**config.mk**
```make
export PLATFORM = sky130hd
export DESIGN_NAME = qpos_counter
export DESIGN_NICKNAME = d
export VERILOG_FILES = /design/src/rtl/qpos_pkg.sv /design/src/rtl/qpos_sync.sv /design/src/rtl/qpos_filter.sv /design/src/rtl/qpos_decode.sv /design/src/rtl/qpos_core.sv /design/src/rtl/qpos_counter.sv
export SDC_FILE = /design/constraint.sdc
export NUM_CORES = 1
export LEC_CHECK = 0
export BUFFER_PORTS_ARGS = -buffer_cell sky130_fd_sc_hd__buf_2
export CAP_MARGIN = 20
export CORE_AREA = 5 5 149 80
export CTS_CLUSTER_SIZE = 30
export DETAILED_ROUTE_END_ITERATION = 16
export DIE_AREA = 0 0 154 85
export GPL_TIMING_DRIVEN = 1
export SLEW_MARGIN = 30
export SYNTH_ARGS = -nofsm -noshare
export SYNTH_HDL_FRONTEND = slang
export SYNTH_SLANG_ARGS = --single-unit
```
**constraint.sdc**
```tcl
create_clock -name clk -period 5.9 [get_ports clk]
set_input_delay 1.18 -clock clk [delete_from_list [all_inputs] [get_ports clk]]
set_output_delay 1.18 -clock clk [all_outputs]
set_load 0.005 [all_outputs]
```
**src/rtl/qpos_pkg.sv**
```systemverilog
package qpos_pkg;

    // Channel positions inside the synchronised input bus
    localparam int CH_A   = 0;
    localparam int CH_B   = 1;
    localparam int CH_C   = 2;
    localparam int CH_X   = 3;
    localparam int N_CHAN = 4;

    typedef enum logic [1:0] {
        MODE_QUAD4    = 2'd0,
        MODE_SINGLE   = 2'd1,
        MODE_PULSEDIR = 2'd2,
        MODE_IDLE     = 2'd3
    } count_mode_e;

    typedef enum logic [1:0] {
        GATE_OFF       = 2'd0,
        GATE_HOLD_HIGH = 2'd1,
        GATE_HOLD_LOW  = 2'd2,
        GATE_RSVD      = 2'd3
    } gate_mode_e;

    // Per-cycle command from the decoder to the counter core
    typedef struct packed {
        logic step;
        logic up;
        logic clear;
        logic hold;
        logic illegal;
    } step_cmd_t;

endpackage

```
**src/rtl/qpos_sync.sv**
```systemverilog
module qpos_sync #(
    parameter int W      = 4,
    parameter int STAGES = 2
) (
    input  logic         clk,
    input  logic         rst_n,
    input  logic [W-1:0] din,
    output logic [W-1:0] dout
);

    logic [W-1:0] stage_d [STAGES];
    logic [W-1:0] stage_q [STAGES];

    always_comb begin
        stage_d[0] = din;
        for (int i = 1; i < STAGES; i++) begin
            stage_d[i] = stage_q[i-1];
        end
    end

    always_ff @(posedge clk or negedge rst_n) begin
        if (!rst_n) begin
            stage_q <= '{default: '0};
        end else begin
            stage_q <= stage_d;
        end
    end

    assign dout = stage_q[STAGES-1];

endmodule

```
**src/rtl/qpos_filter.sv**
```systemverilog
module qpos_filter
    import qpos_pkg::*;
#(
    parameter int LEN = 4
) (
    input  logic              clk,
    input  logic              rst_n,
    input  logic              filt_en,
    input  logic [N_CHAN-1:0] raw,
    output logic [N_CHAN-1:0] lvl
);

    localparam int CW = $clog2(LEN + 1);

    typedef struct packed {
        logic          lvl;
        logic [CW-1:0] cnt;
    } fstate_t;

    for (genvar i = 0; i < N_CHAN; i++) begin : g_chan
        fstate_t st_d, st_q;

        if (i == CH_A || i == CH_B) begin : g_filtered
            // Encoder tracks: accept a new level only after LEN cycles
            always_comb begin
                st_d = st_q;
                if (!filt_en) begin
                    st_d.lvl = raw[i];
                    st_d.cnt = '0;
                end else if (raw[i] == st_q.lvl) begin
                    st_d.cnt = '0;
                end else if (st_q.cnt == CW'(LEN - 1)) begin
                    st_d.lvl = raw[i];
                    st_d.cnt = '0;
                end else begin
                    st_d.cnt = st_q.cnt + 1'b1;
                end
            end
        end else begin : g_plain
            // Other channels: one register so latency matches A and B
            always_comb begin
                st_d     = st_q;
                st_d.lvl = raw[i];
                st_d.cnt = '0;
            end
        end

        always_ff @(posedge clk or negedge rst_n) begin
            if (!rst_n) begin
                st_q <= '0;
            end else begin
                st_q <= st_d;
            end
        end

        assign lvl[i] = st_q.lvl;
    end

endmodule

```
**src/rtl/qpos_decode.sv**
```systemverilog
module qpos_decode
    import qpos_pkg::*;
(
    input  logic              clk,
    input  logic              rst_n,
    input  logic [N_CHAN-1:0] lvl,
    input  logic [1:0]        cfg_mode,
    input  logic              cfg_reverse,
    input  logic [1:0]        cfg_gate,
    input  logic              cfg_c_clr_en,
    input  logic              cfg_x_clr_en,
    input  logic              cfg_x_clr_rise,
    output step_cmd_t         cmd,
    output logic              err_illegal,
    output logic              cfg_err
);

    typedef struct packed {
        logic [N_CHAN-1:0] prev;
        logic              err;
        logic              cfg_err;
    } dec_state_t;

    dec_state_t st_d, st_q;

    logic a, b, c, x;
    logic a_chg, b_chg, a_rise, c_rise, x_rise, x_fall, conflict;

    always_comb begin
        a        = lvl[CH_A];
        b        = lvl[CH_B];
        c        = lvl[CH_C];
        x        = lvl[CH_X];
        a_chg    = a ^ st_q.prev[CH_A];
        b_chg    = b ^ st_q.prev[CH_B];
        a_rise   = a & ~st_q.prev[CH_A];
        c_rise   = c & ~st_q.prev[CH_C];
        x_rise   = x & ~st_q.prev[CH_X];
        x_fall   = ~x & st_q.prev[CH_X];
        conflict = cfg_c_clr_en & cfg_x_clr_en;

        cmd = '0;

        unique case (count_mode_e'(cfg_mode))
            MODE_QUAD4: begin
                if (a_chg && b_chg) begin
                    cmd.illegal = 1'b1;
                end else if (a_chg) begin
                    cmd.step = 1'b1;
                    cmd.up   = (a != b);
                end else if (b_chg) begin
                    cmd.step = 1'b1;
                    cmd.up   = (a == b);
                end
            end
            MODE_SINGLE: begin
                if (a_chg && b_chg) begin
                    cmd.illegal = 1'b1;
                end else if (a_rise) begin
                    cmd.step = 1'b1;
                    cmd.up   = ~b;
                end
            end
            MODE_PULSEDIR: begin
                if (a_rise) begin
                    cmd.step = 1'b1;
                    cmd.up   = ~b ^ cfg_reverse;
                end
            end
            default: begin
                cmd.step = 1'b0;
            end
        endcase

        cmd.clear = ~conflict &
                    ((cfg_c_clr_en & c_rise) |
                     (cfg_x_clr_en & (cfg_x_clr_rise ? x_rise : x_fall)));

        unique case (gate_mode_e'(cfg_gate))
            GATE_HOLD_HIGH: cmd.hold = x;
            GATE_HOLD_LOW:  cmd.hold = ~x;
            default:        cmd.hold = 1'b0;
        endcase

        st_d         = st_q;
        st_d.prev    = lvl;
        st_d.err     = st_q.err | cmd.illegal;
        st_d.cfg_err = conflict;
    end

    always_ff @(posedge clk or negedge rst_n) begin
        if (!rst_n) begin
            st_q <= '0;
        end else begin
            st_q <= st_d;
        end
    end

    assign err_illegal = st_q.err;
    assign cfg_err     = st_q.cfg_err;

    // the illegal-transition flag never drops once raised
    p_err_sticky_r10: assert property (@(posedge clk) disable iff (!rst_n)
        st_q.err |=> st_q.err)
        else $error("p_err_sticky_r10");

    // an illegal transition is visible on the flag one cycle later
    p_err_raise_r10: assert property (@(posedge clk) disable iff (!rst_n)
        cmd.illegal |=> err_illegal)
        else $error("p_err_raise_r10");

endmodule

```
**src/rtl/qpos_core.sv**
```systemverilog
module qpos_core
    import qpos_pkg::*;
#(
    parameter int CNT_W    = 32,
    parameter int NARROW_W = 16
) (
    input  logic             clk,
    input  logic             rst_n,
    input  step_cmd_t        cmd,
    input  logic             load,
    input  logic [CNT_W-1:0] load_val,
    input  logic             narrow,
    output logic [CNT_W-1:0] count
);

    localparam logic [CNT_W-1:0] NMASK = (CNT_W'(1) << NARROW_W) - CNT_W'(1);

    typedef struct packed {
        logic [CNT_W-1:0] cnt;
    } core_state_t;

    core_state_t st_d, st_q;
    logic [CNT_W-1:0] raw_next;

    always_comb begin
        // Priority: load, then clear, then gate freeze, then step
        if (load) begin
            raw_next = load_val;
        end else if (cmd.clear) begin
            raw_next = '0;
        end else if (cmd.hold) begin
            raw_next = st_q.cnt;
        end else if (cmd.step) begin
            raw_next = cmd.up ? st_q.cnt + 1'b1 : st_q.cnt - 1'b1;
        end else begin
            raw_next = st_q.cnt;
        end
        st_d.cnt = narrow ? (raw_next & NMASK) : raw_next;
    end

    always_ff @(posedge clk or negedge rst_n) begin
        if (!rst_n) begin
            st_q <= '0;
        end else begin
            st_q <= st_d;
        end
    end

    assign count = st_q.cnt;

    // a load lands in the count on the next cycle
    p_load_r11: assert property (@(posedge clk) disable iff (!rst_n)
        (load && !narrow) |=> count == $past(load_val))
        else $error("p_load_r11");

    // a clear without a load yields zero
    p_clear_r5: assert property (@(posedge clk) disable iff (!rst_n)
        (cmd.clear && !load) |=> count == '0)
        else $error("p_clear_r5");

    // a freeze keeps the count unchanged
    p_hold_r4: assert property (@(posedge clk) disable iff (!rst_n)
        (cmd.hold && !load && !cmd.clear && !narrow) |=> $stable(count))
        else $error("p_hold_r4");

    // an up step adds exactly one
    p_step_up_r1: assert property (@(posedge clk) disable iff (!rst_n)
        (cmd.step && cmd.up && !load && !cmd.clear && !cmd.hold && !narrow)
        |=> count == $past(count) + 1'b1)
        else $error("p_step_up_r1");

    // an illegal transition does not move the count
    p_illegal_still_r10: assert property (@(posedge clk) disable iff (!rst_n)
        (cmd.illegal && !load && !cmd.clear && !narrow) |=> $stable(count))
        else $error("p_illegal_still_r10");

    if (CNT_W > NARROW_W) begin : g_narrow_chk
        // upper bits stay clear in narrow mode
        p_narrow_upper_r9: assert property (@(posedge clk) disable iff (!rst_n)
            narrow |=> (count & ~NMASK) == '0)
            else $error("p_narrow_upper_r9");
    end

endmodule

```
**src/rtl/qpos_counter.sv**
```systemverilog
module qpos_counter
    import qpos_pkg::*;
#(
    parameter int CNT_W       = 32,
    parameter int NARROW_W    = 16,
    parameter int SYNC_STAGES = 2,
    parameter int FILT_LEN    = 4
) (
    input  logic             clk,
    input  logic             rst_n,
    input  logic             enc_a,
    input  logic             enc_b,
    input  logic             enc_c,
    input  logic             ext_in,
    input  logic [1:0]       cfg_mode,
    input  logic             cfg_reverse,
    input  logic [1:0]       cfg_gate,
    input  logic             cfg_c_clr_en,
    input  logic             cfg_x_clr_en,
    input  logic             cfg_x_clr_rise,
    input  logic             cfg_narrow,
    input  logic             cfg_filt_en,
    input  logic             load,
    input  logic [CNT_W-1:0] load_val,
    output logic [CNT_W-1:0] count,
    output logic             err_illegal,
    output logic             cfg_err
);

    logic [N_CHAN-1:0] pins;
    logic [N_CHAN-1:0] synced;
    logic [N_CHAN-1:0] levels;
    step_cmd_t         cmd;

    always_comb begin
        pins       = '0;
        pins[CH_A] = enc_a;
        pins[CH_B] = enc_b;
        pins[CH_C] = enc_c;
        pins[CH_X] = ext_in;
    end

    qpos_sync #(
        .W      (N_CHAN),
        .STAGES (SYNC_STAGES)
    ) u_sync (
        .clk   (clk),
        .rst_n (rst_n),
        .din   (pins),
        .dout  (synced)
    );

    qpos_filter #(
        .LEN (FILT_LEN)
    ) u_filter (
        .clk     (clk),
        .rst_n   (rst_n),
        .filt_en (cfg_filt_en),
        .raw     (synced),
        .lvl     (levels)
    );

    qpos_decode u_decode (
        .clk            (clk),
        .rst_n          (rst_n),
        .lvl            (levels),
        .cfg_mode       (cfg_mode),
        .cfg_reverse    (cfg_reverse),
        .cfg_gate       (cfg_gate),
        .cfg_c_clr_en   (cfg_c_clr_en),
        .cfg_x_clr_en   (cfg_x_clr_en),
        .cfg_x_clr_rise (cfg_x_clr_rise),
        .cmd            (cmd),
        .err_illegal    (err_illegal),
        .cfg_err        (cfg_err)
    );

    qpos_core #(
        .CNT_W    (CNT_W),
        .NARROW_W (NARROW_W)
    ) u_core (
        .clk      (clk),
        .rst_n    (rst_n),
        .cmd      (cmd),
        .load     (load),
        .load_val (load_val),
        .narrow   (cfg_narrow),
        .count    (count)
    );

    // with both clear sources enabled, the count is never cleared by them
    p_conflict_noclr_r7: assert property (@(posedge clk) disable iff (!rst_n)
        (cfg_c_clr_en && cfg_x_clr_en) |-> !cmd.clear)
        else $error("p_conflict_noclr_r7");

endmodule

```
==> flow_summary.toml <==
[status]
status = "complete, no violations"

[worst_setup_path]
crit_type = "reg2reg"
crit_slowest_cell = "inv_1"
endpoint_kind = "register"
r2r.worst_path.cells = 17
r2r-end = "u_core.count[30]"
r2r_slack_ns = 0.64
path_cells = "ha_1, inv_1, ha_1, or3b_2, a21oi_1, o21ai_0, o41ai_1, inv_1, fa_1, a21oi_1, o21ai_0, a31oi_1, a21oi_1, o21ai_0, a211oi_1, o21a_1, o32ai_1"
crit_fanout = 24
cp.arrival_ns = 5.47
reg2reg_from = "u_filter.lvl[0]"
cpPeakStageDelay_ns = 0.61
startpoint_type = "register"
cp_data_required_time_ns = 6.11

[layout]
layout.nets = 616
drive_gt1_share_pct = 21.0
design_area_um2 = 4780
antennaDiodeCount = 0
fin_cells = 673
area_growth_pct = 17.2
fillCellCount = 1047

[placement]
place_congestion = 0.910
pre_cts_ws_ns = 0.556
dpl.hpwl_mm = 8.78
io_buffers = 82
postPlaceCellArea_um2 = 4630
place_inst = 665

[floorplan]
initial_utilization_pct = 38.7
die_area_um2 = 13100
coreArea_um2 = 10500
io_pins = 83
die_w_um = 154
die_h_um = 85
fp-row-count = 27

[global_routing]
grt_max_degree = 57
grt_pass1_vias = 3757
antenna_found_initial = 0
grt_pass1_wl_mm = 19.4
grt_overflow_total = 0
grt_util_all_layers_pct = 18.1

[power_and_ir_drop]
powerDensity_nw_per_um2 = 353
vdd_drop_max_mv = 0.157
p_leak_nw = 2.24

[synthesis]
async_reset_ff_share_pct = 100
ys_warn_count = 0
ys_top_cells_by_area = "dfrtp_1, ha_1, a21oi_1"
syn_avg_cell_area_um2 = 9.06
yosysTopAreaCellShare_pct = 34.4
syn_area_um2 = 4080
synth_commonest_cells = "dfrtp_1, a21oi_1, ha_1, nand2_1, o21ai_0"
synth-edff-count = 0
ys_seq_elements = 56
netlist_instances = 450
synth_most_common_cell = "dfrtp_1"
synth_top_area_cell = "dfrtp_1"
synth_nets = 539
synth_ff_type = "dfrtp_1"
synth_cell_types = 64
yosysSeqAreaShare_pct = 34.4

[detailed_routing]
routed_wl_mm = 11.6
first_pass_iters = 4
drcViolationCount = 0
drt_iter0_drc = 223
viasPerCell = 5.54
ant_nets = 0
num_vias = 3730
post_drt_wl_per_cell_um = 17.3

[clock_network]
cts_root_buffer = "clkbuf_16"
clock-sinks = 56
postCtsHoldBufs = 0
clock_path_buffers = 2
h-tree-depth = 2
cts_tree = "built"
cts.clk_slew.worst_paths_ns = 0.08
ctsResizeCount = 0
cts_buffers = 5
worstSkewPairLatency_ns = 0.30
post-cts-setup-buffers = 0

[timing]
max_freq_ghz = 0.190
setup_tns_ns = 0
worst_slack_ns = 0.642
final-setup-viol-count = 0
finalHoldWorstSlack_ns = 0.350
maxSlewViolCount = 0
slew_headroom_pct = 44.5
hold_violations = 0
finalCriticalPeriod_ns = 5.26
worst_pin_slew_ns = 0.831
rsz0062_at_grt = "false"
finalCritPeriodShare_pct = 89.1
skew_ns = 0.00732

[worst_hold_path]
hold_path.class = "reg2reg"
holdCritStartpoint = "u_sync.dout[3]"
whs_endpoint = "u_filter.lvl[3]"
hold_depth = 0

[run]
drv_cap = 0
## final cells by class
cell class,count,area (um^2),area share (%)
Multi-Input combinational cell,361,2540,53.3
Sequential cell,56,1400,29.3
Timing Repair Buffer,86,440,9.22
Tap cell,145,181,3.80
Clock buffer,6,129,2.70
Inverter,17,63.8,1.34
Clock inverter,2,16.3,0.340
## worst max-delay path, delay by kind of cell (launching register included)
family	cells	cell delay [ns]
AO/OA/AOI/OAI	11	2.33
adder cells (fa/ha/maj)	3	1.23
buffers and inverters	2	0.68
flip-flops	1	0.47
AND/OR/NAND/NOR	1	0.47
## how the worst max path moves through the flow
stage                     from          endpoint  slack [ns]  depth (start not counted)
6_report       u_filter.lvl[0]  u_core.count[30]        0.64                         17
5_1_grt        u_filter.lvl[0]  u_core.count[30]        0.26                         17
4_1_cts        u_filter.lvl[0]  u_core.count[30]        0.73                         17
3_5_place_dp       cfg_mode[0]  u_core.count[30]        0.56                         15
3_3_place_gp       cfg_mode[0]  u_core.count[31]        0.69                         15
2_1_floorplan      cfg_mode[0]  u_core.count[31]        1.13                         14
## layout by cell type, fill, tap and decap left out, types with 6 or more instances in the layout
| master | Yosys | layout |
|---|---|---|
| a211oi_1 | 9 | 8 |
| a21o_1 | 12 | 12 |
| a21oi_1 | 44 | 44 |
| a22oi_1 | 16 | 16 |
| buf_2 | 0 | 82 |
| dfrtp_1 | 56 | 56 |
| ha_1 | 39 | 39 |
| inv_1 | 17 | 17 |
| nand2_1 | 39 | 39 |
| nand3_1 | 7 | 7 |
| nor2_1 | 27 | 27 |
| o21ai_0 | 35 | 35 |
| o21bai_1 | 6 | 6 |
| o22ai_1 | 9 | 9 |
| xnor2_1 | 14 | 14 |
| xor2_1 | 13 | 13 |
## layer usage
layer,track usage [%],up-vias,share of wire (%)
met2,26.2,93,40
met3,4.48,8,6.6
li1,-,1841,-
met1,27.6,1788,53
met4,2.40,0,0.51
met5,0,-,0
## registers in the layout, indices dropped and copies added, names as in the netlist
register and count:
u_core.count 32, u_filter.g_chan.st_q 6, u_decode.st_q 4, u_filter.lvl 4
u_sync.dout 4, u_sync.stage_d 4, u_decode.cfg_err 1, u_decode.err_illegal 1
## cells by family after synthesis
kind of cell    Yosys count  share of synthesized area, %
fa+ha+maj                40                          12.5
simple gates            113                          13.7
compound gates          178                          29.6
mux                       3                         0.798
xor+xnor                 27                          5.80
buf+inv                  33                          3.29
flops                    56                          34.4
## per-stage QoR
step | total power, mW | utilization, %
after floorplan | 1.14 | -
after global placement | 1.36 | 43.9
after detailed placement | 1.37 | 43.9
after CTS | 1.69 | 45.3
after global routing | 1.82 | 45.3
final | 1.69 | 45.3
## power breakdown
part	total (mW)	switching, mW	internal, mW
logic	0.901	0.519	0.382
registers	0.475	0.0453	0.430
clock network	0.312	0.153	0.159
total	1.69	0.717	0.971
Power figures use the tool's default switching activity.
